[src/rtl/rx_fsync_pkg.sv]
package rx_fsync_pkg;
  typedef enum logic [1:0] {
    SRC_PIN = 2'd0,
    SRC_GEN = 2'd1,
    SRC_TX  = 2'd2
  } fs_src_e;
endpackage

[src/rtl/rxfs_pin_sync.sv]
module rxfs_pin_sync #(
  parameter int STAGES = 2
) (
  input  logic clk,
  input  logic rst,
  input  logic pin,
  input  logic inv,
  output logic level,
  output logic edge_evt
);
  logic [STAGES:0] sh;
  logic            prev;

  always_ff @(posedge clk) begin
    if (rst) sh <= '0;
    else     sh <= {sh[STAGES-1:0], pin};
  end

  // polarity-corrected synchronized level and its previous value
  assign level    = sh[STAGES-1] ^ inv;
  assign prev     = sh[STAGES] ^ inv;
  assign edge_evt = level & ~prev;
endmodule

[src/rtl/rxfs_clk_div.sv]
module rxfs_clk_div #(
  parameter int DIV_W = 8
) (
  input  logic             clk,
  input  logic             rst,
  input  logic [DIV_W-1:0] div,
  input  logic             resync,
  output logic             clkg,
  output logic             tick
);
  logic [DIV_W-1:0] cnt, cnt_nxt;
  logic [DIV_W:0]   half;

  // high phase covers the first ceil((div+1)/2) counts
  assign half = ({1'b0, div} + 2) >> 1;

  always_comb begin
    if (resync)          cnt_nxt = '0;
    else if (cnt >= div) cnt_nxt = '0;
    else                 cnt_nxt = cnt + 1'b1;
  end

  // last count of a generated-clock period
  assign tick = (cnt >= div) && !resync;

  always_ff @(posedge clk) begin
    if (rst) begin
      cnt  <= '0;
      clkg <= 1'b1;
    end else begin
      cnt  <= cnt_nxt;
      clkg <= ({1'b0, cnt_nxt} < half);
    end
  end
endmodule

[src/rtl/rxfs_framer.sv]
module rxfs_framer #(
  parameter int PER_W = 12
) (
  input  logic             clk,
  input  logic             rst,
  input  logic [PER_W-1:0] per,
  input  logic             tick,
  input  logic             resync_mode,
  input  logic             ext_evt,
  output logic             fsg
);
  logic [PER_W-1:0] per_cnt;

  always_ff @(posedge clk) begin
    if (rst) begin
      per_cnt <= per;
      fsg     <= 1'b0;
    end else if (resync_mode) begin
      if (ext_evt) begin
        fsg     <= 1'b1;
        per_cnt <= per;
      end else if (tick) begin
        fsg <= 1'b0;
      end
    end else if (tick) begin
      if (per_cnt == '0) begin
        fsg     <= 1'b1;
        per_cnt <= per;
      end else begin
        fsg     <= 1'b0;
        per_cnt <= per_cnt - 1'b1;
      end
    end
  end
endmodule

[src/rtl/rxfs_route.sv]
module rxfs_route
  import rx_fsync_pkg::*;
(
  input  logic       clk,
  input  logic       rst,
  input  logic       loopback,
  input  logic [1:0] stop,
  input  logic       gen_sel,
  input  logic       resync_mode,
  input  logic       inv,
  input  logic       pin_level,
  input  logic       fsg,
  input  logic       clkg,
  input  logic       tx_fs,
  input  logic       tx_clk,
  output logic       rx_fs,
  output logic       rx_clk,
  output logic       pin_out,
  output logic       pin_oe
);
  fs_src_e src;
  logic    drive;

  always_comb begin
    if (stop[1] || loopback) src = SRC_TX;
    else if (gen_sel)        src = SRC_GEN;
    else                     src = SRC_PIN;
  end

  assign drive = (src == SRC_GEN) && !resync_mode;

  always_ff @(posedge clk) begin
    if (rst) begin
      rx_fs   <= 1'b0;
      rx_clk  <= 1'b0;
      pin_out <= 1'b0;
      pin_oe  <= 1'b0;
    end else begin
      unique case (src)
        SRC_TX:  rx_fs <= tx_fs;
        SRC_GEN: rx_fs <= fsg;
        default: rx_fs <= pin_level;
      endcase
      rx_clk  <= stop[1] ? tx_clk : clkg;
      pin_oe  <= drive;
      pin_out <= drive ? (fsg ^ inv) : 1'b0;
    end
  end
endmodule

[src/rtl/rx_fsync_gen.sv]
module rx_fsync_gen #(
  parameter int DIV_W       = 8,
  parameter int PER_W       = 12,
  parameter int SYNC_STAGES = 2
) (
  input  logic             clk,
  input  logic             rst,
  input  logic [DIV_W-1:0] clkg_div,
  input  logic [PER_W-1:0] frame_per,
  input  logic             resync_en,
  input  logic             fs_internal_gen,
  input  logic             loopback_en,
  input  logic             fs_pol_inv,
  input  logic [1:0]       clk_stop,
  input  logic             fs_pin_in,
  input  logic             tx_fs,
  input  logic             tx_clk,
  output logic             clkg,
  output logic             fsg,
  output logic             rx_fs,
  output logic             rx_clk,
  output logic             fs_pin_out,
  output logic             fs_pin_oe
);
  logic pin_level;
  logic ext_evt;
  logic resync;
  logic tick;

  rxfs_pin_sync #(.STAGES(SYNC_STAGES)) u_sync (
    .clk(clk), .rst(rst), .pin(fs_pin_in), .inv(fs_pol_inv),
    .level(pin_level), .edge_evt(ext_evt)
  );

  assign resync = resync_en && ext_evt;

  rxfs_clk_div #(.DIV_W(DIV_W)) u_div (
    .clk(clk), .rst(rst), .div(clkg_div), .resync(resync),
    .clkg(clkg), .tick(tick)
  );

  rxfs_framer #(.PER_W(PER_W)) u_frm (
    .clk(clk), .rst(rst), .per(frame_per), .tick(tick),
    .resync_mode(resync_en), .ext_evt(ext_evt), .fsg(fsg)
  );

  rxfs_route u_route (
    .clk(clk), .rst(rst), .loopback(loopback_en), .stop(clk_stop),
    .gen_sel(fs_internal_gen), .resync_mode(resync_en), .inv(fs_pol_inv),
    .pin_level(pin_level), .fsg(fsg), .clkg(clkg), .tx_fs(tx_fs),
    .tx_clk(tx_clk), .rx_fs(rx_fs), .rx_clk(rx_clk),
    .pin_out(fs_pin_out), .pin_oe(fs_pin_oe)
  );
endmodule

[config.mk]
export PLATFORM = sky130hd
export DESIGN_NAME = rx_fsync_gen
export DESIGN_NICKNAME = d
export VERILOG_FILES = /design/src/rtl/rx_fsync_pkg.sv /design/src/rtl/rxfs_pin_sync.sv /design/src/rtl/rxfs_clk_div.sv /design/src/rtl/rxfs_framer.sv /design/src/rtl/rxfs_route.sv /design/src/rtl/rx_fsync_gen.sv
export SDC_FILE = /design/constraint.sdc
export NUM_CORES = 1
export LEC_CHECK = 0
export BUFFER_PORTS_ARGS = -buffer_cell sky130_fd_sc_hd__clkbuf_2
export CORE_UTILIZATION = 50
export CTS_CLUSTER_DIAMETER = 200
export DETAILED_ROUTE_END_ITERATION = 8
export PLACE_DENSITY = 0.73
export SYNTH_ARGS = -nofsm -noshare
export SYNTH_HDL_FRONTEND = slang
export SYNTH_SLANG_ARGS = --single-unit
[constraint.sdc]
create_clock -name clk -period 2.8 [get_ports clk]
set_clock_uncertainty 0.15 [all_clocks]
set_input_delay 0.56 -clock clk [delete_from_list [all_inputs] [get_ports clk]]
set_output_delay 0.56 -clock clk [all_outputs]
set_load 0.05 [all_outputs]
# Word level (Yosys, flattened, before mapping)
# Index checks and enable logic that the tools add are counted.
[op_classes]
magnitude_cmp = 2
addsub = 3
n_reduce_logical = 13
muxes = 16
eq_ne = 3
bitwise_logic = 6
[ops]
columns = ["operator", "count"]
rows = [
  ["$mux 12", 5],
  ["$mux 8", 2],
  ["$logic_not 12->1", 1],
  ["$sub 12x1->12 const B", 1],
  ["$add 8x2->9 const B", 1],
  ["$lt 8x9->1", 1],
  ["$add 8x1->8 const B", 1],
  ["$ge 8x8->1", 1],
  ["$mux 1", 7],
  ["$reduce_and 2->1", 2],
  ["$reduce_bool 2->1", 2],
  ["$logic_and 1x1->1", 3],
  ["$ne 3x2->1 const B", 1],
  ["$reduce_bool 3->1", 1],
  ["$xor 1x1->1", 3],
  ["$eq 2x1->1 const B", 1],
  ["$eq 2x2->1 const B", 1],
  ["$logic_not 1->1", 2],
  ["$mux 2", 1],
  ["$not 1->1", 2],
  ["$pmux 1 s2", 1],
  ["$reduce_or 2->1", 1],
  ["$and 1x1->1", 1],
  ["$logic_or 1x1->1", 1],
]
[word_totals]
elab_cells = 52
reg_bits = 29
inputBits = 31

# Depth between registers and ports, before layout
# Gate-level depths: netlist (run 1).
[depth]
word_depth = 9
ltp_mapped = 13
ltp_nobuf = 12

# By module
# A second synthesis (run 1) with hierarchy kept.
[hier_totals]
hier_cells = 206
hier_area_um2 = 2048.2
[modules_own_cells]
columns = ["module", "cells_per_inst", "instances", "area_each_um2"]
rows = [
  ["rxfs_clk_div", 104, 1, 910.9],
  ["rxfs_framer", 77, 1, 860.8],
  ["rxfs_route", 14, 1, 160.2],
  ["rxfs_pin_sync", 10, 1, 110.1],
  ["rx_fsync_gen", 1, 1, 6.3],
]

# Worst setup path after synthesis (run 1)
# OpenSTA, ideal clock, no wires.
[synth_path]
kind = "input-to-reg"
from = "input port clkg_div[2]"
to = "register u_div.clkg"
setup_ns = 0.117
path_stages = 13
arrival_time_ns = 2.795
required_time_ns = 2.533
path_buffers = 1
path_slack_ns = -0.262
cell_sequence = "inv_1 > ha_1 > or3_1 > a21oi_1 > a211o_1 > nand2_2 > buf_6 > nor2_1 > ha_1 > and3_1 > nand3_1 > or4_1 > o22a_1"
[synth_via]
elab_chain_cells = 4
[synth_rtl]
columns = ["element", "line_no", "rtl"]
rows = [
  ["from (decl)", "rx_fsync_gen.sv:8", "input logic [DIV_W-1:0] clkg_div,"],
  ["$ge 8x8->1", "rxfs_clk_div.sv:19", "else if (cnt >= div) cnt_nxt = '0;"],
  ["$mux 8", "rxfs_clk_div.sv:19", ""],
  ["$mux 8", "rxfs_clk_div.sv:18", "if (resync) cnt_nxt = '0;"],
  ["net u_div.cnt_nxt[7]", "rxfs_clk_div.sv:11", "logic [DIV_W-1:0] cnt, cnt_nxt;"],
  ["$lt 8x9->1", "rxfs_clk_div.sv:32", "clkg <= ({1'b0, cnt_nxt} < half);"],
  ["to (signal assigned)", "rxfs_clk_div.sv:32", ""],
  ["to (decl)", "rxfs_clk_div.sv:8", "output logic clkg,"],
]
# The timed path passes the listed nets, and every way through them passes these cells.
# A chain may end at the register's enable or synchronous reset.

# Final worst setup path (run 1)
# Same ends and word-level chain as after synthesis.

==> results.sh, run 1 <==
export IMPL_grt_use_total_pct=21.8
export IMPL_place_port_buffers=35
export IMPL_antenna_found_initial=0
export IMPL_dieWidth_um=64.5
export IMPL_placedCellCount=309
export IMPL_crit_arrival_ns=2.98
export IMPL_setup_violations=1
export IMPL_drt_iter0_markers=108
export IMPL_critical_path_top_delay_family="compound AO/OA/AOI/OAI gates"
export IMPL_std_cell_rows=22
export IMPL_grt_pass1_vias=1591
export IMPL_syn_avg_cell_area_sq_um=9.62
export IMPL_yosysSeqAreaShare_pct=35.9
export IMPL_ios=37
export IMPL_drive_above_1_share_pct=45.1
export IMPL_status="finished with violations"
export IMPL_syn_area_sq_mm=0.00195
export IMPL_crit_required_ns=2.87
export IMPL_drtPass1Iterations=4
export IMPL_finalNonFillerCells=325
export IMPL_synth_seq_cells=29
export IMPL_power_density_mw_per_mm2=406
export IMPL_ff_latch_area_sq_um=702
export IMPL_yosys_area_top_type_share_pct=18.5
export IMPL_async_flop_share_pct=0
export IMPL_cts_buffers=5
export IMPL_place_hpwl_um=3120
export IMPL_synth_edf_count=12
export IMPL_path_class="in -> reg"
export IMPL_avgViaCountPerCell=5.32
export IMPL_overflow=0
export IMPL_synth_flop_cell="dfxtp_1"
export IMPL_cpMaxStageDelayCell="or3_4"
export IMPL_n_antenna_cell=0
export IMPL_cp_common_cell="ha_4"
export IMPL_cpPeakStageDelay_ns=0.36
export IMPL_final_hold_viol_count=0
export IMPL_grt_pass1_wl_um=6870
export IMPL_multi_input_area_sq_mm=0.00128
export IMPL_min_path_type="reg -> reg"
export IMPL_coreArea_sq_mm=0.00372
export IMPL_grt_max_degree=20
export IMPL_clk_latency_ns=0.29
export IMPL_setup_ws_ns=-0.110
export IMPL_antenna_left=0
export IMPL_place_ws_ns=-0.392
export IMPL_ys_warn_count=0
export IMPL_finalCriticalPeriod_ns=2.91
export IMPL_post_drt_wl_per_cell_um=12.9
export IMPL_fillers=301
export IMPL_wl_um=4210
export IMPL_cts_root_buf="clkbuf_8"
export IMPL_gp_congestion=0.770
export IMPL_ys_types=44
export IMPL_fmax_mhz=344
export IMPL_ir_drop_uv=212
export IMPL_synthTopCellsByArea="edfxtp_1 18%, dfxtp_1 17%, ha_1 12%, xnor2_1 5.4%, a21oi_2 4.5%"
export IMPL_critPathMaxFanout=4
export IMPL_syn_nets=253
export IMPL_timing_slew_headroom_pct=73.0
export IMPL_cts_htree_levels=2
export IMPL_finalMaxSlewViolations=0
export IMPL_clockBufferDepth=2
export IMPL_p_leak_nw=1.16
export IMPL_die_area_sq_mm=0.00416
export IMPL_fin_tns_setup_ns=-0.110
export IMPL_initial_utilization_pct=52.5
export IMPL_setup_worst_path_start_class="input port"
export IMPL_cts_clk_slew_worst_paths_ns=0.06
export IMPL_end_kind="register"
export IMPL_clock_sinks=29
export IMPL_grt_setup_unrepaired="true"
export IMPL_area_growth_pct=35.3
export IMPL_num_vias=1728
export IMPL_crit_path_cell_trace="buf_8, inv_8, ha_4, or3_4, a21oi_2, a211o_1, buf_4, nand2_2, nor2_2, ha_4, a21o_1, a221oi_2, o21a_1, o22a_1"
export IMPL_violations="negative setup slack"
export IMPL_crit_buf_inv=3
export IMPL_drc=0
export IMPL_maxCapViolCount=0
export IMPL_yosys_area_top_type="edfxtp_1"
export IMPL_die_h_um=64.5
export IMPL_fin_crit_sh_pct=104
export IMPL_holdBufCountCts=0
export IMPL_r2r_slack_ns=-0.07
export IMPL_synthCells=203
export IMPL_final_nets=326
export IMPL_cts_tree="built"
export IMPL_worst_pin_slew_ns=0.402
-- Yosys cell counts (all sizes together), types with 5 or more instances --
master	number
a21oi	14
nor3	10
nor2b	5
ha	19
xor2	9
nor2	26
inv	13
and3	5
edfxtp	12
nand2	8
xnor2	12
nand3	13
dfxtp	17
-- area by class of cell --
type                            count  area share, %
Clock buffer                        8           3.41
Inverter                           13           2.13
Multi-Input combinational cell    156           48.4
Sequential cell                    29           26.6
Tap cell                           48           2.27
Timing Repair Buffer               71           17.2
-- sequential cells by signal (all words and copies together) (netlist names) --
name             flops
u_sync.sh            3
u_frm.fsg            1
u_route.rx_fs        1
u_route.pin_out      1
u_frm.per_cnt       12
u_div.cnt            8
u_route.rx_clk       1
u_div.clkg           1
u_route.pin_oe       1
-- placed cells by master, fill, tap and decap left out, types with 2 or more instances in the layout --
master,instances
a21o_1,3
a21oi_1,2
a21oi_2,12
and2_1,2
and3_1,4
buf_4,36
clkbuf_1,2
clkbuf_2,34
clkbuf_8,6
dfxtp_1,16
edfxtp_1,12
ha_1,14
ha_4,4
inv_1,10
inv_2,2
nand2_1,6
nand2_2,2
nand3_1,12
nor2_1,11
nor2_2,11
nor2_4,4
nor2b_1,5
nor3_1,9
nor4_1,2
o21a_1,2
o21ai_0,3
xnor2_1,12
xor2_1,9
-- cells by family after synthesis --
logic type,after synthesis,synth area share (%)
simple gates,81,23.6
buf+inv,19,5.19
mux,2,1.28
compound gates,32,12.4
xor+xnor,21,9.42
flops,29,35.9
fa+ha+maj,19,12.2
-- power by group --
part / internal [mW] / switching (mW) / total, mW / leakage (nW)
Sequential: 0.469 / 0.0247 / 0.494 / 0.256
Clock: 0.200 / 0.155 / 0.355 / 0.0455
Combinational: 0.108 / 0.115 / 0.223 / 0.858
-- path summary, 6_finish.rpt --
kind,from,to,cells after the start
setup reg to reg,u_div.cnt[2],u_div.clkg,12
hold reg to reg,u_sync.sh[0],u_sync.sh[1],1
hold / removal,u_sync.sh[0],u_sync.sh[1],1
setup / recovery,clkg_div[2],u_div.clkg,14
-- metal layers --
| metal | wire length, um | share of wire (%) | global-route usage, % | vias up |
|---|---|---|---|---|
| li1 | - | - | - | 862 |
| met1 | 1790 | 43 | 26.1 | 809 |
| met2 | 2110 | 50 | 37.0 | 39 |
| met3 | 130 | 3.1 | 4.75 | 18 |
| met4 | 174 | 4.1 | 10.3 | 0 |
| met5 | 0 | 0 | 0 | - |
-- metrics by stage --
step | power (mW) | area (sq um) | hold WS [ns] | util [%]
3_5_place_dp | 0.710 | 2370 | 0.289 | 63.9
6_report | 1.07 | 2640 | 0.299 | 71.1
3_3_place_gp | 0.703 | 2370 | 0.269 | 63.9
4_1_cts | 1.07 | 2530 | 0.303 | 68.1
2_1_floorplan | 0.635 | 1970 | 0.264 | -
5_1_grt | 1.12 | 2640 | 0.315 | 71.1
-- repair_timing --
item	4_1_cts	5_1_grt
cloned	1	0
endpoints found under the hold margin	0	0
pin swaps	4	15
endpoints found under the setup margin	1	1
buffers inserted	4	3
resized for setup	8	18
No activity file was read; power rests on OpenSTA's default activity.
==> inputs of run 2 (changes only) <==
- SYNTH_HIERARCHICAL: not set -> 1
==> results.sh, run 2 <==
export IMPL_timing_slew_headroom_pct=66.8
export IMPL_die_h_um=66.0
export IMPL_wl_um=4400
export IMPL_cpPeakStageDelay_ns=0.52
export IMPL_ys_types=50
export IMPL_layout_common_cells="32 x clkbuf_2, 31 x buf_4, 24 x nor2_1"
export IMPL_end_kind="register"
export IMPL_worst_pin_slew_ns=0.495
export IMPL_synth_seq_cells=29
export IMPL_critical_path_top_delay_family="simple AND/OR/NAND/NOR gates"
export IMPL_syn_nets=256
export IMPL_ir_drop_uv=375
export IMPL_synth_flop_cell="dfxtp_1"
export IMPL_layout_commonest_cell="clkbuf_2"
export IMPL_status="finished with violations"
export IMPL_drtPass1Iterations=4
export IMPL_crit_path_cell_trace="buf_6, inv_4, ha_4, or4_4, a21oi_4, o311ai_4, nor2_1, ha_1, and3b_1, o2111ai_2, or2_4, o31a_1"
export IMPL_crit_buf_inv=2
export IMPL_largestRegisters="u_frm/per_cnt: 12 flops, u_div/cnt: 8 flops, u_sync/sh: 3 flops"
export IMPL_largest_register="u_frm/per_cnt"
export IMPL_cpMaxStageDelayCell="or4_4"
export IMPL_die_area_sq_mm=0.00436
export IMPL_fin_util_pct=70.8
export IMPL_initial_utilization_pct=53.9
export IMPL_syn_area_sq_mm=0.00205
export IMPL_place_area_sq_mm=0.00246
export IMPL_path_class="in -> reg"
export IMPL_yosysMostFrequentCell="nor2_1"
export IMPL_yosys_area_top_type_share_pct=17.6
export IMPL_power_density_mw_per_mm2=403
export IMPL_grt_setup_unrepaired="true"
export IMPL_final_nets=326
export IMPL_dieWidth_um=66.0
export IMPL_grt_max_degree=19
export IMPL_yosys_area_top_type="edfxtp_1"
export IMPL_final_hold_viol_count=0
export IMPL_crit_arrival_ns=2.83
export IMPL_drc=0
export IMPL_clock_sinks=29
export IMPL_antenna_left=0
export IMPL_synth_edf_count=12
export IMPL_place_hpwl_um=3300
export IMPL_setup_ws_ns=-0.00731
export IMPL_critPathMaxFanout=5
export IMPL_async_flop_share_pct=0
export IMPL_maxCapViolCount=0
export IMPL_avgViaCountPerCell=5.20
export IMPL_setup_worst_path_start_class="input port"
export IMPL_overflow=0
export IMPL_clk_latency_ns=0.29
export IMPL_p_leak_nw=1.17
export IMPL_synthCells=206
export IMPL_fmax_mhz=356
export IMPL_synthTopCellsByArea="edfxtp_1 18%, dfxtp_1 17%, ha_1 12%, xnor2_1 5.1%, nor2_1 4.4%"
export IMPL_drt_iter0_markers=108
export IMPL_fin_crit_sh_pct=100
export IMPL_std_cell_rows=22
export IMPL_finalCriticalPeriod_ns=2.81
export IMPL_area_growth_pct=31.2
export IMPL_grt_use_total_pct=21.2
export IMPL_min_path_type="reg -> reg"
export IMPL_num_vias=1691
export IMPL_crit_required_ns=2.82
export IMPL_syn_avg_cell_area_sq_um=9.94
export IMPL_cts_clk_slew_worst_paths_ns=0.06
export IMPL_finalMaxSlewViolations=0
export IMPL_place_port_buffers=35
export IMPL_post_drt_wl_per_cell_um=13.5
export IMPL_synth_commonest_cells="24 x nor2_1, 19 x ha_1, 17 x dfxtp_1"
export IMPL_cts_tree="built"
export IMPL_setup_violations=1
export IMPL_clockBufferDepth=2
export IMPL_antenna_found_initial=0
export IMPL_final_area_sq_mm=0.00269
export IMPL_yosysSeqAreaShare_pct=34.2
export IMPL_place_ws_ns=-0.289
export IMPL_grt_pass1_wl_um=6720
export IMPL_cts_root_buf="clkbuf_8"
export IMPL_gp_congestion=0.801
export IMPL_cts_htree_levels=2
export IMPL_coreArea_sq_mm=0.00380
export IMPL_ios=37
export IMPL_cts_buffers=5
export IMPL_violations="negative setup slack"
export IMPL_largest_reg_flops=12
export IMPL_ys_warn_count=6
export IMPL_drive_above_1_share_pct=42.2
export IMPL_n_antenna_cell=0
export IMPL_grt_pass1_vias=1549
## run 2: final cells by class
cell class,instances,area (sq um)
inverter,14,57.6
clock inverter,2,10.0
timing repair buffer,66,430
tap,48,60.1
fill,300,1110
sequential,29,703
multi-input combinational,160,1350
clock buffer,6,72.6
## run 2: path summary, 6_finish.rpt
kind | from | to | slack, ns | cells after the start
max | clkg_div[2] | u_div/clkg | -0.007 | 12
max reg2reg | u_div/cnt[1] | u_div/clkg | 0.02 | 10
min | u_sync/sh[0] | u_sync/sh[1] | 0.29 | 1
min reg2reg | u_sync/sh[0] | u_sync/sh[1] | 0.29 | 1
## run 2: report_power, final
| group | switching [mW] | internal [mW] |
|---|---|---|
| logic | 0.129 | 0.126 |
| clock network | 0.158 | 0.172 |
| registers | 0.0290 | 0.470 |
| total | 0.316 | 0.768 |
## run 2: cell families after synthesis
kind of cell | Yosys count | share of synthesized area [%]
AOI/OAI and AO/OA | 31 | 13.6
xor gates and xnor gates | 22 | 9.41
adders and majority gates | 19 | 11.6
buffers and inverters | 18 | 4.46
DFF | 29 | 34.2
muxes | 4 | 2.20
and+or+nand+nor | 83 | 24.6
## run 2: through the flow
stage	instances	power [mW]	hold WS [ns]	TNS (ns)
5_1_grt	325	1.14	0.304	-0.131
4_1_cts	320	1.07	0.292	-0.00375
6_report	325	1.08	0.290	-0.00731
3_3_place_gp	312	0.727	0.268	-2.63
3_5_place_dp	312	0.737	0.277	-2.81
2_1_floorplan	206	0.652	0.264	-0.157
## run 2: per-layer routing
layer	share of wire (%)	track usage [%]
met1	43	23.7
met2	52	37.9
met3	3.7	5.86
met4	1.2	7.71
met5	0	0
## run 2: timing repair
action	in CTS	in global routing
gates resized for setup	0	22
gates cloned	0	1
setup buffers	0	4
setup endpoints to repair	1	8
pin swaps	0	9
hold buffers	0	0
